File: src/rtl/adc_rd_pkg.sv
package adc_rd_pkg;

  typedef enum logic [2:0] {
    ST_IDLE  = 3'd0,
    ST_CONV  = 3'd1,
    ST_LEAD  = 3'd2,
    ST_SHIFT = 3'd3,
    ST_GAP   = 3'd4,
    ST_ACQ   = 3'd5
  } rd_state_e;

endpackage

File: src/rtl/rd_rst_sync.sv
module rd_rst_sync (
  input  logic clk,
  input  logic rst_n,
  output logic rst_sn
);

  logic [1:0] sync_q;

  always_ff @(posedge clk or negedge rst_n) begin
    if (!rst_n) sync_q <= 2'b00;
    else        sync_q <= {sync_q[0], 1'b1};
  end

  assign rst_sn = sync_q[1];

endmodule

File: src/rtl/rd_timer.sv
module rd_timer #(
  parameter int TW = 8
) (
  input  logic          clk,
  input  logic          rst_n,
  input  logic          load,
  input  logic [TW-1:0] load_val,
  output logic          done
);

  logic [TW-1:0] cnt_q, cnt_d;

  always_comb begin
    cnt_d = cnt_q;
    if (load)               cnt_d = load_val;
    else if (cnt_q != '0)   cnt_d = cnt_q - TW'(1);
  end

  always_ff @(posedge clk or negedge rst_n) begin
    if (!rst_n) cnt_q <= '0;
    else        cnt_q <= cnt_d;
  end

  assign done = (cnt_q == '0);

  // the phase counter advances by exactly one per cycle unless reloaded
  p_tmr_step_r6: assert property (@(posedge clk) disable iff (!rst_n)
    (!load && cnt_q != '0) |=> (cnt_q == $past(cnt_q) - TW'(1)));

endmodule

File: src/rtl/rd_shift.sv
module rd_shift #(
  parameter int DW = 16
) (
  input  logic          clk,
  input  logic          rst_n,
  input  logic          smp_en,
  input  logic          sdo,
  output logic [DW-1:0] word
);

  logic [DW-1:0] sh_q, sh_d;

  always_comb begin
    sh_d = sh_q;
    if (smp_en) sh_d = {sh_q[DW-2:0], sdo};
  end

  always_ff @(posedge clk or negedge rst_n) begin
    if (!rst_n) sh_q <= '0;
    else        sh_q <= sh_d;
  end

  assign word = sh_q;

  // a sample moves the previous content up by one place
  p_shift_order_r7: assert property (@(posedge clk) disable iff (!rst_n)
    smp_en |=> (sh_q[DW-1:1] == $past(sh_q[DW-2:0])));

endmodule

File: src/rtl/rd_sel_dec.sv
module rd_sel_dec #(
  parameter int ND = 2,
  parameter int IW = 1
) (
  input  logic          clk,
  input  logic          rst_n,
  input  logic          en_nxt,
  input  logic [IW-1:0] idx_nxt,
  output logic [ND-1:0] sel_n
);

  logic [ND-1:0] sel_n_d, sel_n_q;

  for (genvar g = 0; g < ND; g++) begin : g_line
    assign sel_n_d[g] = !(en_nxt && (idx_nxt == IW'(g)));
  end

  always_ff @(posedge clk or negedge rst_n) begin
    if (!rst_n) sel_n_q <= '1;
    else        sel_n_q <= sel_n_d;
  end

  assign sel_n = sel_n_q;

  // never more than one device selected
  p_one_sel_r5: assert property (@(posedge clk) disable iff (!rst_n)
    $onehot0(~sel_n_q));

endmodule

File: src/rtl/multi_adc_reader.sv
module multi_adc_reader
  import adc_rd_pkg::*;
#(
  parameter int N_DEV    = 2,
  parameter int DATA_W   = 16,
  parameter int SCK_HALF = 2,
  parameter int CONV_CYC = 160,
  parameter int ACQ_CYC  = 40,
  parameter int CH_W     = (N_DEV > 1) ? $clog2(N_DEV) : 1
) (
  input  logic              clk,
  input  logic              rst_n,
  input  logic              start_i,
  output logic              busy_o,
  output logic              cnv_o,
  output logic [N_DEV-1:0]  sel_n_o,
  output logic              sck_o,
  input  logic              sdo_i,
  output logic [DATA_W-1:0] word_o,
  output logic [CH_W-1:0]   chan_o,
  output logic              word_vld_o
);

  localparam int TMAX0 = (CONV_CYC > ACQ_CYC) ? CONV_CYC : ACQ_CYC;
  localparam int TMAX  = (TMAX0 > SCK_HALF) ? TMAX0 : SCK_HALF;
  localparam int TW    = $clog2(TMAX + 1);
  localparam int BW    = $clog2(DATA_W);

  logic rst_sn;

  rd_state_e       st_q, st_d;
  logic [CH_W-1:0] dev_q, dev_d;
  logic [BW-1:0]   bit_q, bit_d;
  logic            sck_q, sck_d;
  logic            cnv_q, cnv_d;
  logic            vld_q, vld_d;
  logic [CH_W-1:0] chan_q, chan_d;
  logic            sel_on_q, sel_on_d;
  logic            t_load, t_done, smp_en;
  logic [TW-1:0]   t_val;

  rd_rst_sync u_rst (
    .clk    (clk),
    .rst_n  (rst_n),
    .rst_sn (rst_sn)
  );

  rd_timer #(.TW(TW)) u_tmr (
    .clk      (clk),
    .rst_n    (rst_sn),
    .load     (t_load),
    .load_val (t_val),
    .done     (t_done)
  );

  rd_shift #(.DW(DATA_W)) u_shift (
    .clk    (clk),
    .rst_n  (rst_sn),
    .smp_en (smp_en),
    .sdo    (sdo_i),
    .word   (word_o)
  );

  rd_sel_dec #(.ND(N_DEV), .IW(CH_W)) u_sel (
    .clk     (clk),
    .rst_n   (rst_sn),
    .en_nxt  (sel_on_d),
    .idx_nxt (dev_d),
    .sel_n   (sel_n_o)
  );

  // next-state logic
  always_comb begin
    st_d     = st_q;
    dev_d    = dev_q;
    bit_d    = bit_q;
    sck_d    = sck_q;
    cnv_d    = cnv_q;
    vld_d    = 1'b0;
    chan_d   = chan_q;
    sel_on_d = sel_on_q;
    t_load   = 1'b0;
    t_val    = '0;
    smp_en   = 1'b0;
    unique case (st_q)
      ST_IDLE: begin
        if (start_i) begin
          st_d   = ST_CONV;
          cnv_d  = 1'b1;
          dev_d  = '0;
          t_load = 1'b1;
          t_val  = TW'(CONV_CYC - 1);
        end
      end
      ST_CONV: begin
        if (t_done) begin
          st_d     = ST_LEAD;
          sel_on_d = 1'b1;
          t_load   = 1'b1;
          t_val    = TW'(SCK_HALF - 1);
        end
      end
      ST_LEAD: begin
        if (t_done) begin
          st_d   = ST_SHIFT;
          sck_d  = 1'b1;
          bit_d  = '0;
          t_load = 1'b1;
          t_val  = TW'(SCK_HALF - 1);
        end
      end
      ST_SHIFT: begin
        if (t_done) begin
          t_load = 1'b1;
          t_val  = TW'(SCK_HALF - 1);
          if (sck_q) begin
            sck_d  = 1'b0;
            smp_en = 1'b1;
            if (bit_q == BW'(DATA_W - 1)) begin
              sel_on_d = 1'b0;
              vld_d    = 1'b1;
              chan_d   = dev_q;
              if (dev_q == CH_W'(N_DEV - 1)) begin
                st_d  = ST_ACQ;
                cnv_d = 1'b0;
                t_val = TW'(ACQ_CYC - 1);
              end else begin
                st_d = ST_GAP;
              end
            end else begin
              bit_d = bit_q + BW'(1);
            end
          end else begin
            sck_d = 1'b1;
          end
        end
      end
      ST_GAP: begin
        if (t_done) begin
          st_d     = ST_LEAD;
          dev_d    = dev_q + CH_W'(1);
          sel_on_d = 1'b1;
          t_load   = 1'b1;
          t_val    = TW'(SCK_HALF - 1);
        end
      end
      ST_ACQ: begin
        if (t_done) st_d = ST_IDLE;
      end
      default: st_d = ST_IDLE;
    endcase
  end

  // state registers
  always_ff @(posedge clk or negedge rst_sn) begin
    if (!rst_sn) begin
      st_q     <= ST_IDLE;
      dev_q    <= '0;
      bit_q    <= '0;
      sck_q    <= 1'b0;
      cnv_q    <= 1'b0;
      vld_q    <= 1'b0;
      chan_q   <= '0;
      sel_on_q <= 1'b0;
    end else begin
      st_q     <= st_d;
      dev_q    <= dev_d;
      bit_q    <= bit_d;
      sck_q    <= sck_d;
      cnv_q    <= cnv_d;
      vld_q    <= vld_d;
      chan_q   <= chan_d;
      sel_on_q <= sel_on_d;
    end
  end

  assign busy_o     = (st_q != ST_IDLE) && (st_q != ST_ACQ);
  assign cnv_o      = cnv_q;
  assign sck_o      = sck_q;
  assign chan_o     = chan_q;
  assign word_vld_o = vld_q;

  // a start taken in idle raises the conversion line next cycle
  p_idle_start_r1: assert property (@(posedge clk) disable iff (!rst_sn)
    (st_q == ST_IDLE && start_i) |=> $rose(cnv_o));

  // conversion begins with all selects high
  p_cnv_rise_sel_r2: assert property (@(posedge clk) disable iff (!rst_sn)
    $rose(cnv_o) |-> (&sel_n_o));

  // conversion line and busy track each other
  p_cnv_busy_r3: assert property (@(posedge clk) disable iff (!rst_sn)
    (busy_o == cnv_o));

  // no select during the conversion wait
  p_conv_nosel_r4: assert property (@(posedge clk) disable iff (!rst_sn)
    (st_q == ST_CONV) |-> (&sel_n_o));

  // serial clock only toggles with a device selected
  p_sck_sel_r6: assert property (@(posedge clk) disable iff (!rst_sn)
    sck_o |-> !(&sel_n_o));

  // valid is a single-cycle pulse
  p_vld_pulse_r8: assert property (@(posedge clk) disable iff (!rst_sn)
    word_vld_o |=> !word_vld_o);

  // select already released when a word is presented
  p_vld_desel_r9: assert property (@(posedge clk) disable iff (!rst_sn)
    word_vld_o |-> (&sel_n_o));

  // last word ends the busy window
  p_last_word_r3: assert property (@(posedge clk) disable iff (!rst_sn)
    (word_vld_o && chan_o == CH_W'(N_DEV - 1)) |-> (!busy_o && !cnv_o));

  // no return to conversion straight out of acquisition
  p_acq_quiet_r10: assert property (@(posedge clk) disable iff (!rst_sn)
    (st_q == ST_ACQ) |=> !cnv_o);

endmodule

File: config.mk
export PLATFORM = sky130hd
export DESIGN_NAME = multi_adc_reader
export DESIGN_NICKNAME = d
export VERILOG_FILES = /design/src/rtl/adc_rd_pkg.sv /design/src/rtl/rd_rst_sync.sv /design/src/rtl/rd_timer.sv /design/src/rtl/rd_shift.sv /design/src/rtl/rd_sel_dec.sv /design/src/rtl/multi_adc_reader.sv
export SDC_FILE = /design/constraint.sdc
export NUM_CORES = 1
export LEC_CHECK = 0
export ABC_AREA = 1
export ABC_CLOCK_PERIOD_IN_PS = 3400
export BUFFER_PORTS_ARGS = -buffer_cell sky130_fd_sc_hd__buf_2
export CORE_MARGIN = 2
export CORE_UTILIZATION = 61
export DETAILED_ROUTE_END_ITERATION = 8
export GPL_ROUTABILITY_DRIVEN = 0
export PLACE_DENSITY = 0.84
export SETUP_SLACK_MARGIN = 0.3
export SLEW_MARGIN = 20
export SYNTH_ARGS = -nofsm -noshare
export SYNTH_HDL_FRONTEND = slang
export SYNTH_SLANG_ARGS = --single-unit
File: constraint.sdc
create_clock -name clk -period 3.4 [get_ports clk]
set_input_delay 0.17 -clock clk [delete_from_list [all_inputs] [get_ports clk]]
set_output_delay 0.17 -clock clk [all_outputs]
set_load 0.005 [all_outputs]
# [After elaboration in Yosys (flattened, before gate mapping)]
# Index checks and enable logic that the tools add are counted.
[classes] n_eq_ne=16 n_mux=51 n_addsub=3 n_reduce_logical=20 bitwise_logic=1
[op_table] operator="1-bit 2-to-1 mux" n=25
[op_table] operator="6-bit 2-to-1 mux" n=4
[op_table] operator="8-bit 2-to-1 mux" n=3
[op_table] operator="8-bit one-hot mux with 3 select lines" n=1
[op_table] operator="3-bit 2-to-1 mux" n=7
[op_table] operator="4-bit 2-to-1 mux" n=4
[op_table] operator="2-bit != test, second input constant" n=8
[op_table] operator="3-bit one-hot mux with 5 select lines" n=1
[op_table] operator="1-bit one-hot mux with 2 select lines" n=5
[op_table] operator="8-bit zero test" n=1
[op_table] operator="4-bit one-hot mux with 2 select lines" n=1
[op_table] operator="8-bit nonzero test" n=1
[op_table] operator="8-bit by 1-bit subtractor with 8-bit output, second input constant" n=1
[op_table] operator="7-bit AND reduction" n=1
[op_table] operator="3-bit by 2-bit equality test with 1-bit output, second input constant" n=2
[op_table] operator="3-bit equality test, second input constant" n=2
[op_table] operator="6-bit AND reduction" n=1
[op_table] operator="2-bit nonzero test" n=3
[op_table] operator="5-bit AND reduction" n=1
[op_table] operator="4-bit by 1-bit adder with 4-bit output, second input constant" n=1
[op_table] operator="4-bit equality test, second input constant" n=1
[op_table] operator="4-bit AND reduction" n=1
[op_table] operator="4-bit OR reduction" n=1
[op_table] operator="3-bit by 1-bit equality test with 1-bit output, second input constant" n=1
[op_table] operator="11 further kinds" n=14
[word_totals] regBits=41 inputBits=4 out_inout_bits=23

# [Logic depth before layout (Yosys ltp)]
# Gate-level depths: netlist (run 1).
[logic_depth] word_depth=7 ltp_mapped=11

# [Cells and area by module]
# Synthesis (run 1) repeated with hierarchy kept, for this count alone.
[unflattened] hier_cells=253 hier_area_um2=2084.5
[by_module_without_submodules] module="multi_adc_reader" cells_each=103 seq_area_each_um2=325.3 area_per_inst_um2=764.5 instances=1
[by_module_without_submodules] module="rd_shift" cells_each=68 seq_area_each_um2=400.4 area_per_inst_um2=684.4 instances=1
[by_module_without_submodules] module="rd_timer" cells_each=74 seq_area_each_um2=200.2 area_per_inst_um2=518.0 instances=1
[by_module_without_submodules] module="rd_sel_dec" cells_each=5 seq_area_each_um2=52.6 area_per_inst_um2=63.8 instances=1
[by_module_without_submodules] module="rd_rst_sync" cells_each=3 seq_area_each_um2=50.0 area_per_inst_um2=53.8 instances=1

# [Worst setup path after synthesis (run 1)]
# OpenSTA, ideal clock, no wires.
[synth_timing] path_kind="flip-flop to flip-flop" start="register u_tmr.cnt_q[0]" end="register st_q[0]" n_path_buf=1 path_slack_ns=1.907 arrival_ns=1.377 required_ns=3.284 stages_incl_launch_ff=11 synth_period_minus_slack_ns=1.493 path_cell_list="dfrtp_1 > inv_1 > ha_1 > nand2_2 > nor2_4 > buf_6 > nand2_2 > nand2_2 > nand3_1 > nand2_1 > nand2_1"
[synth_via] elab_chain_cells=3 elab_cells_between_ends=6
[synth_lines] item="start, declared" line="rd_timer.sv:11" source="logic [TW-1:0] cnt_q, cnt_d;"
[synth_lines] item="start signal, assigned" line="rd_timer.sv:21" source="else cnt_q <= cnt_d;"
[synth_lines] item="8-bit zero test *" line="rd_timer.sv:24" source="assign done = (cnt_q == '0);"
[synth_lines] item="2-bit != test (no source line) or 2-bit by 1-bit != test with 1-bit output (tied branches)"
[synth_lines] item="7-bit AND reduction (no source line) *"
[synth_lines] item="end signal, assigned" line="multi_adc_reader.sv:166" source="st_q <= st_d;"
[synth_lines] item="end, declared" line="multi_adc_reader.sv:31" source="rd_state_e st_q, st_d;"
# Mark *: on every way between the ends. The rest lies on a longest branch, timed or not.
# A chain may end at the register's enable or synchronous reset.

# [Final worst setup path (run 1)]
[layout_timing] start="register u_tmr.cnt_q[0]" end="register u_tmr.cnt_q[5]"
[layout_via] elab_chain_cells=4 elab_cells_between_ends=10
[layout_lines] item="parallel branches: the longest is 4 deep, another holds 8-bit by 1-bit subtractor with 8-bit output"
# Several ways; the timed one is not identified. The select of a mux whose other input is x is not followed.

==> results.ini, run 1 <==
[power]
power.leakage_nw = 1.23
peakVddDrop_mv = 0.301
power_density_nw_per_um2 = 488
power_w = 0.00108

[setup_path]
r2r_slack_ps = 1410
crit_type = reg -> reg
rr_worst_depth = 10
worstPathRequired_ps = 3680
crit_fanout = 18
r2r-end = u_tmr.cnt_q[5]$_DFFE_PN0P_
path_delay_family = simple AND/OR/NAND/NOR gates
startpoint_type = register
critPathMaxStageDelay_ps = 400
cp-end-kind = register
critical_path_buf_inv_count = 3
r2r_start = u_tmr.cnt_q[0]$_DFFE_PN0P_
cp_slowest_cell = dfrtp_1
crit_chain = inv_1 -> ha_1 -> nand2_2 -> nor2_4 -> nand3_4 -> inv_4 -> nand2_4 -> inv_2 -> nand2_1 -> o21ai_1
crit_arrival_ps = 2270

[cells_and_area]
final_nets = 276
fin_cells = 315
stdcell_area_um2 = 2220
n_antenna_cell = 0
syn_to_final_growth_pct = 12.2
final_layout_size_suffix_gt1_share_pct = 22.5

[synth]
synth_cells = 238
synth_seq_cells = 41
syn_area_um2 = 1980
seq_area_frac_synth_pct = 51.9
yosysTopAreaCell = dfrtp_1
syn_area_per_cell_um2 = 8.33
synth_area_leaders = dfrtp_1, nand2_1, inv_1
synthDistinctLibCells = 32
synth_ff_type = dfrtp_1
synthArstFlopShare_pct = 100
synth_fp_nets = 244
synth_edf_count = 0
synth_top_area_share_pct = 49.2
ys_warn_count = 0

[run]
cap_viol_max_count = 0

[clocking]
clock_sinks = 41
ctsLongestPathBuffers = 2
clk_latency_ps = 350
cts_tree = yes
cts_made_buffers = 5
path_clk_slew_ps = 110
cts.htree.levels = 2
cts.repair.resized = 0
cts_setup_buffers = 0
cts_root_buf = clkbuf_4

[timing]
hold_slack_ps = 16.9
finalSetupTns_ps = 0
max_clock_freq_mhz = 503
slew_viol_final = 0
finalCritPeriodShare_pct = 58.5
period_needed_ps = 1990
finClkSkew_ps = 3.16
setup_viol = 0
rsz0062_at_grt = false
finalHoldViolations = 0

[worst_hold_path]
hold_depth = 3
hp-class = in -> reg
hold_start = sdo_i
holdPathEnd = u_shift.word[0]$_DFFE_PN0P_

[global_routing]
antenna_found_initial = 0
grt_max_degree = 35
first_global_vias = 1369
grt_pass1_wl_um = 5780
gr-total-overflow = 0
grt_use_total_pct = 21.6

[place]
placed_area_um2 = 2150
hpwl_um = 2620
portBuffers = 26
dp_cells = 306

[floorplanning]
row_count = 20
fp.dieW_um = 61
fp.coreArea_um2 = 3080
die_h_um = 61
die-area_um2 = 3720
initial_utilization_pct = 64.4
io_pins = 27

[routing]
postRouteAntennaNets = 0
drc = 0
drtIter0Drc = 81
firstDrtPassIters = 6
routed_wl_um = 3510
viasPerCell = 4.88
wl_per_cell_um = 11.1
vias = 1537

[outcome]
status = complete, no violations

==> cells in the final DEF, fill, tap and decap left out, types with 2 or more instances in the layout <==
cell      instances
nand2_1          94
dfrtp_1          39
buf_2            26
inv_1            17
nor2_1           16
o21ai_0          10
nand3_1          10
a21oi_1           6
nand2_2           5
inv_2             5
clkbuf_4          5
nor2_2            3
inv_4             3
xor2_1            3
nor2_4            2
o21ai_1           2
nand3_4           2
nand3_2           2
xnor2_1           2
ha_1              2
dfstp_2           2
==> timing repair <==
item                                    in CTS  in global routing
hold endpoints to repair                     2                  0
endpoints found under the setup margin       0                  0
hold buffers                                 1                  0
==> registers in the layout, indices dropped and copies added, names as in the netlist, named ones only <==
| register | count |
|---|---|
| sck_o | 1 |
| word_vld_o | 1 |
| chan_o | 1 |
| u_tmr.cnt_q | 8 |
| dev_q | 1 |
| u_shift.word | 16 |
| u_sel.sel_n | 2 |
| u_rst.sync_q | 2 |
| cnv_o | 1 |
| st_q | 3 |
| bit_q | 4 |
==> Yosys cell counts (2+ instances only) <==
library cell	count
nand2_1	94
dfrtp_1	39
inv_1	17
nor2_1	16
nand3_1	10
o21ai_0	10
a21oi_1	6
inv_2	5
nand2_2	5
inv_4	3
nor2_2	3
xor2_1	3
dfstp_2	2
ha_1	2
nand3_2	2
nand3_4	2
nor2_4	2
o21ai_1	2
xnor2_1	2
==> worst min-delay path, cell delays in order <==
cell and delay [ps]:
buf_2 80, nand2_1 40, nand2_1 50
==> report_power, final <==
part | internal [W] | total [W] | switching [W]
combinational | 0.000101 | 0.000264 | 0.000163
sequential | 0.000526 | 0.000567 | 0.0000403
clock | 0.000101 | 0.000253 | 0.000152
total | 0.000728 | 0.00108 | 0.000355
==> cells by family (layout without fill, tap and decap cells) <==
family	Yosys count	in the layout	synth area share, %
other cells	1	1	0.189
xor+xnor	5	5	2.21
buf+inv	28	61	6.31
flops	41	41	51.9
compound gates	23	23	6.82
simple gates	138	138	31.3
fa+ha+maj	2	2	1.26
==> worst max path at each step <==
stage / from / endpoint / slack, ps / depth (start not counted)
after global routing: u_tmr.cnt_q[0]$_DFFE_PN0P_ / u_sel.sel_n[1]$_DFF_PN1_ / 1240 / 10
final: u_tmr.cnt_q[0]$_DFFE_PN0P_ / u_tmr.cnt_q[5]$_DFFE_PN0P_ / 1410 / 10
after CTS: u_tmr.cnt_q[0]$_DFFE_PN0P_ / u_tmr.cnt_q[5]$_DFFE_PN0P_ / 1410 / 10
after detailed placement: u_tmr.cnt_q[0]$_DFFE_PN0P_ / u_tmr.cnt_q[5]$_DFFE_PN0P_ / 1440 / 10
after global placement: u_tmr.cnt_q[0]$_DFFE_PN0P_ / register / 1510 / 9
after floorplan: u_tmr.cnt_q[0]$_DFFE_PN0P_ / st_q[0]$_DFFE_PN0P_ / 1910 / 10
==> per-stage QoR <==
step,util [%],setup slack [ps]
after floorplan,-,1910
after global placement,69.9,1510
after detailed placement,69.9,1440
after CTS,72.2,1410
after global routing,72.2,1240
final,72.2,1410
==> final cells by class <==
| class | count | area, um^2 |
|---|---|---|
| Multi-Input combinational cell | 169 | 828 |
| Timing Repair Buffer | 28 | 148 |
| Clock buffer | 7 | 55.1 |
| Tap cell | 44 | 55.1 |
| Inverter | 25 | 101 |
| Sequential cell | 41 | 1030 |
| Clock inverter | 1 | 7.51 |
| Fill cell | 248 | 855 |
==> per-layer routing <==
metal | share of wire (%) | GRT usage, % | vias up
met4 | 1.6 | 8.39 | 0
li1 | - | - | 803
met3 | 2.8 | 5.76 | 6
met5 | 0 | 0 | -
met2 | 46 | 33.2 | 21
met1 | 49 | 29.5 | 707
Note: power is estimated with default switching activity, not from simulation.
==> inputs of run 2 (changes only) <==
--- a/config.mk
+++ b/config.mk
@@ -6,13 +6,13 @@
 export NUM_CORES = 1
 export LEC_CHECK = 0
 export ABC_AREA = 1
-export ABC_CLOCK_PERIOD_IN_PS = 3400
+export ABC_CLOCK_PERIOD_IN_PS = 2000
 export BUFFER_PORTS_ARGS = -buffer_cell sky130_fd_sc_hd__buf_2
 export CORE_MARGIN = 2
-export CORE_UTILIZATION = 61
+export CORE_UTILIZATION = 56
 export DETAILED_ROUTE_END_ITERATION = 8
 export GPL_ROUTABILITY_DRIVEN = 0
-export PLACE_DENSITY = 0.84
+export PLACE_DENSITY = 0.78
 export SETUP_SLACK_MARGIN = 0.3
 export SLEW_MARGIN = 20
 export SYNTH_ARGS = -nofsm -noshare
==> constraint.sdc (replaced) <==
create_clock -name clk -period 2 [get_ports clk]
set_input_delay 0.1 -clock clk [delete_from_list [all_inputs] [get_ports clk]]
set_output_delay 0.1 -clock clk [all_outputs]
set_load 0.005 [all_outputs]
==> results.ini, run 2 (same netlist as run 1, synthesis figures left out) <==
[timing]
finalSetupTns_ps = 0  ; unchanged
finalHoldViolations = 0  ; unchanged
worst_pin_slew_ps = 583
finalCritPeriodShare_pct = 78.7  ; +20 points
finClkSkew_ps = 2.90  ; -0.263 ps
max_clock_freq_mhz = 635  ; +26%
period_needed_ps = 1570  ; -415 ps
relSlewSlack_pct = 61.2
slew_viol_final = 0  ; unchanged
rsz0062_at_grt = false
setup_viol = 0  ; unchanged

[setup_path]
crit_arrival_ps = 1830  ; -440 ps
r2r_start = u_tmr.cnt_q[0]$_DFFE_PN0P_
crit_chain = inv_2 -> ha_4 -> nand2_2 -> nor2_4 -> inv_1 -> nand2_1 -> nand3_1 -> nand2_1 -> nand2_1
crit_cells = 9  ; -1
cp_slowest_cell = dfrtp_1
r2r_slack_ps = 430  ; -990 ps
path_delay_family = simple AND/OR/NAND/NOR gates
cpMostUsedCell = nand2_1
r2r-end = st_q[0]$_DFFE_PN0P_
startpoint_type = register
rr_worst_depth = 9  ; -1
startpoint = u_tmr.cnt_q[0]$_DFFE_PN0P_
worstPathRequired_ps = 2250  ; -1430 ps
critPathMaxStageDelay_ps = 410  ; about the same
critical_path_buf_inv_count = 2  ; -1
crit_fanout = 5  ; -13
cp-end-kind = register
cp-endpoint = st_q[0]$_DFFE_PN0P_
crit_type = reg -> reg

[clocking]
clk_latency_ps = 350  ; about the same
clock_sinks = 41  ; unchanged
ctsLongestPathBuffers = 2  ; unchanged
path_clk_slew_ps = 120  ; about the same
cts_tree = yes
cts.htree.levels = 2  ; unchanged
cts_made_buffers = 5  ; unchanged
cts_root_buf = clkbuf_4

[run]
cap_viol_max_count = 0  ; unchanged

[global_routing]
grt_pass1_wl_um = 6340  ; +9.7%
first_global_vias = 1471  ; +7.5%
gr-total-overflow = 0  ; unchanged
antenna_found_initial = 0  ; unchanged
grt_use_total_pct = 20.1  ; -1.5 points
grt_max_degree = 28  ; -20%

[routing]
viasPerCell = 4.82  ; -1.2%
wl_per_cell_um = 11.3  ; +1.1%
vias = 1547  ; +0.65%
postRouteAntennaNets = 0  ; unchanged
drc = 0  ; unchanged
routed_wl_um = 3620  ; +3.0%
firstDrtPassIters = 4  ; -2
drtIter0Drc = 78  ; -3.7%

[cells_and_area]
final_nets = 280  ; +1.4%
final_cell_mix = nand2_1, dfrtp_1, buf_2
utilization_pct = 68.6  ; -3.7 points
fin_cells = 321  ; +1.9%
final_common_cell = nand2_1
largest_reg_flops = 16  ; unchanged
n_antenna_cell = 0  ; unchanged
syn_to_final_growth_pct = 16.4
final_layout_size_suffix_gt1_share_pct = 25.1  ; +2.6 points

[power]
sw_frac_of_total_pct = 33.2  ; +0.45 points
p_comb_share_pct = 25.3  ; +1.0 points
pwr-share-clk_pct = 23.2  ; -0.2 points
p_int_w = 0.00126  ; +72%
power_density_nw_per_um2 = 816  ; +67%
power.leakage_nw = 1.25  ; +2.1%
sequentialPowerShare_pct = 51.5  ; -0.8 points
peakVddDrop_mv = 0.503  ; +67%
p_sw_w = 0.000625  ; +76%

[outcome]
status = complete, no violations

[place]
hpwl_um = 2570  ; -2.1%
dp_cells = 309  ; +0.98%
portBuffers = 26  ; unchanged

[floorplanning]
row_count = 21  ; +5.0%
io_pins = 27  ; unchanged
die-area_um2 = 4030  ; +8.3%
fp.coreArea_um2 = 3360  ; +9.3%
fp.dieW_um = 63.5  ; +4.1%
initial_utilization_pct = 58.9  ; -5.5 points
die_h_um = 63.5  ; +4.1%

[worst_hold_path]
hp-class = in -> async

## run 2: final cells by class
| cell class | count | area, um^2 |
|---|---|---|
| Fill cell | 281 | 1060 |
| Sequential cell | 41 | 1030 |
| Multi-Input combinational cell | 170 | 855 |
| Timing Repair Buffer | 31 | 189 |
| Inverter | 25 | 111 |
| Tap cell | 46 | 57.6 |
| Clock buffer | 6 | 51.3 |
| Clock inverter | 2 | 13.8 |
## run 2: worst min path at each step
stage	to	slack, ps	depth (start not counted)
after floorplan	u_rst.sync_q[0]$_DFF_PN0_	-200	0
after global placement	u_rst.sync_q[0]$_DFF_PN0_	-110	1
after detailed placement	u_rst.sync_q[1]$_DFF_PN0_	-110	1
after CTS	u_rst.sync_q[0]$_DFF_PN0_	30	2
after global routing	u_rst.sync_q[0]$_DFF_PN0_	30	2
final	u_rst.sync_q[0]$_DFF_PN0_	40	2
## run 2: layer usage
metal	wire length [um]	GRT usage, %	up-vias	share of wire, %
met2	1700	32.1	32	47
li1	-	-	816	-
met3	124	5.89	5	3.4
met1	1760	26.0	694	49
met4	40	7.07	0	1.1
met5	0	0	-	0
## run 2: repair_timing
action,in CTS,in global routing
buffers inserted,1,0
pin swaps,1,2
endpoints found under the setup margin,25,29
endpoints found under the hold margin,3,0
gates cloned,1,0
hold buffers,2,0
resized for setup,0,10
## run 2: power by group through the flow
stage                     logic (W)  clock network [W]  registers [W]
after floorplan            0.000349                  0       0.000979
after global placement     0.000437                  0       0.000981
after detailed placement   0.000443                  0       0.000983
after CTS                  0.000451           0.000451       0.000967
after global routing       0.000547           0.000482       0.000983
final                      0.000475           0.000437       0.000969
## run 2: stage by stage
step	setup slack [ps]	power [W]	hold slack, ps	area [um^2]
3_3_place_gp	284	0.00142	-113	2170
4_1_cts	320	0.00187	26.7	2270
5_1_grt	298	0.00201	32.8	2310
3_5_place_dp	239	0.00143	-113	2170
6_report	425	0.00188	43.2	2310
2_1_floorplan	507	0.00133	-196	1980
==> inputs of run 3 (changes only) <==
--- a/config.mk
+++ b/config.mk
@@ -6,7 +6,7 @@
 export NUM_CORES = 1
 export LEC_CHECK = 0
 export ABC_AREA = 1
-export ABC_CLOCK_PERIOD_IN_PS = 2000
+export ABC_CLOCK_PERIOD_IN_PS = 1600
 export BUFFER_PORTS_ARGS = -buffer_cell sky130_fd_sc_hd__buf_2
 export CORE_MARGIN = 2
 export CORE_UTILIZATION = 56
==> constraint.sdc (replaced) <==
create_clock -name clk -period 1.6 [get_ports clk]
set_input_delay 0.08 -clock clk [delete_from_list [all_inputs] [get_ports clk]]
set_output_delay 0.08 -clock clk [all_outputs]
set_load 0.005 [all_outputs]
==> results.ini, run 3 (same netlist as run 1, synthesis figures left out) <==
[floorplanning]
die_h_um = 63.5  ; unchanged
die-area_um2 = 4030  ; unchanged
row_count = 21  ; unchanged
fp.dieW_um = 63.5  ; unchanged
initial_utilization_pct = 58.9  ; unchanged
fp.coreArea_um2 = 3360  ; unchanged
io_pins = 27  ; unchanged

[clocking]
ctsLongestPathBuffers = 2  ; unchanged
clock_sinks = 41  ; unchanged
clk_latency_ps = 380  ; +30 ps
cts_root_buf = clkbuf_4
cts.htree.levels = 2  ; unchanged
path_clk_slew_ps = 120  ; about the same
cts_made_buffers = 5  ; unchanged
cts_tree = yes

[power]
power.leakage_nw = 1.52  ; +21%
power_density_nw_per_um2 = 1040  ; +28%
peakVddDrop_mv = 0.832  ; +66%

[place]
pre_cts_ws_ps = 90.3  ; -149 ps
hpwl_um = 2690  ; +5.0%
dp_cells = 311  ; +0.65%
portBuffers = 26  ; unchanged
placed_area_um2 = 2220  ; +2.3%

[outcome]
failed_checks = setup timing
status = finished, violations left

[setup_path]
crit_type = reg -> reg
startpoint_type = register
crit_arrival_ps = 1920  ; +90 ps
crit_fanout = 7  ; +2
cp-end-kind = register
worstPathRequired_ps = 1860  ; -390 ps

[cells_and_area]
final_cell_mix = nand2_1, nand2_2, dfrtp_1
n_antenna_cell = 0  ; unchanged
stdcell_area_um2 = 2780  ; +21%
final_layout_size_suffix_gt1_share_pct = 51.2  ; +26 points
final_common_cell = nand2_1
fin_cells = 343  ; +6.9%
final_nets = 302  ; +7.9%
largest_reg_flops = 16  ; unchanged
syn_to_final_growth_pct = 40.5

[global_routing]
grt_pass1_wl_um = 7000  ; +10%
antenna_found_initial = 0  ; unchanged
grt_use_total_pct = 22.3  ; +2.2 points
gr-total-overflow = 0  ; unchanged
first_global_vias = 1610  ; +9.4%
grt_max_degree = 40  ; +43%

[routing]
drtIter0Drc = 186  ; +140%
drc = 0  ; unchanged
postRouteAntennaNets = 0  ; unchanged
viasPerCell = 5.42  ; +12%
firstDrtPassIters = 4  ; unchanged
vias = 1858  ; +20%
wl_per_cell_um = 15.3  ; +36%
routed_wl_um = 5260  ; +45%

[timing]
finClkSkew_ps = 12.3  ; +9.42 ps
slew_viol_final = 0  ; unchanged
max_clock_freq_mhz = 605  ; -4.7%
finalCritPeriodShare_pct = 103  ; +25 points
hold_slack_ps = 123  ; +79.6 ps
fin_ws_ps = -52.7  ; -478 ps
rsz0062_at_grt = true
setup_viol = 4  ; +4
period_needed_ps = 1650  ; +77.8 ps
finalHoldViolations = 0  ; unchanged

[run]
cap_viol_max_count = 0  ; unchanged

[worst_hold_path]
hp-class = in -> reg

==> run 3: critical path, stage by stage, from the launching register on <==
cell and delay, ps:
dfrtp_1 460, nor2_2 170, nand2_2 90, nor2_4 230, buf_12 170, o21ai_4 90
nand3_1 110, nand2_2 50, nand2_1 90, nand2_1 80
==> run 3: timing repair <==
item	in CTS	in global routing
resized for setup	18	75
endpoints found under the setup margin	40	40
gates cloned	0	1
hold buffers	3	0
buffers inserted	8	12
hold endpoints to repair	3	0
pin swaps	6	23
==> run 3: path summary, 6_finish.rpt <==
path	end	slack (ps)	cells after the start	start
worst max-delay path	u_tmr.cnt_q[1]$_DFFE_PN0P_	-50	9	u_tmr.cnt_q[5]$_DFFE_PN0P_
worst min-delay path	cnv_o$_DFFE_PN0P_	120	5	start_i
worst max register to register	u_tmr.cnt_q[1]$_DFFE_PN0P_	-50	9	u_tmr.cnt_q[5]$_DFFE_PN0P_
worst min register to register	bit_q[3]$_DFFE_PN0P_	300	1	u_rst.sync_q[1]$_DFF_PN0_
max in group asynchronous	u_sel.sel_n[1]$_DFF_PN1_	930	1	u_rst.sync_q[1]$_DFF_PN0_
min in group asynchronous	bit_q[3]$_DFFE_PN0P_	300	1	u_rst.sync_q[1]$_DFF_PN0_
==> run 3: layout make-up <==
cell class              instances  area (um^2)
flip-flops and latches         41         1030
clock buffers                   6         51.3
clock inverters                 2         37.5
multi-input cells             169         1080
well taps                      46         57.6
repair buffers                 54          414
fillers                       187          579
inverters                      25          114
==> run 3: routing by layer <==
layer | global-route usage [%] | up-vias | wire (um)
met5 | 0 | - | 0
met4 | 10.6 | 0 | 222
met3 | 4.29 | 21 | 221
met2 | 38.0 | 67 | 2750
met1 | 27.2 | 911 | 2060
li1 | - | 859 | -
==> run 3: metrics by stage <==
step	total power [W]	util [%]	setup TNS [ps]
final	0.00290	82.8	-73.5
after floorplan	0.00172	-	0
after global routing	0.00306	82.8	-1230
after global placement	0.00183	66.1	0
after CTS	0.00264	73.0	0
after detailed placement	0.00185	66.1	0
==> run 3: power breakdown <==
group | switching (W) | total, W | internal, W
clock | 0.000360 | 0.000731 | 0.000371
sequential | 0.000107 | 0.00123 | 0.00112
combinational | 0.000533 | 0.000943 | 0.000410
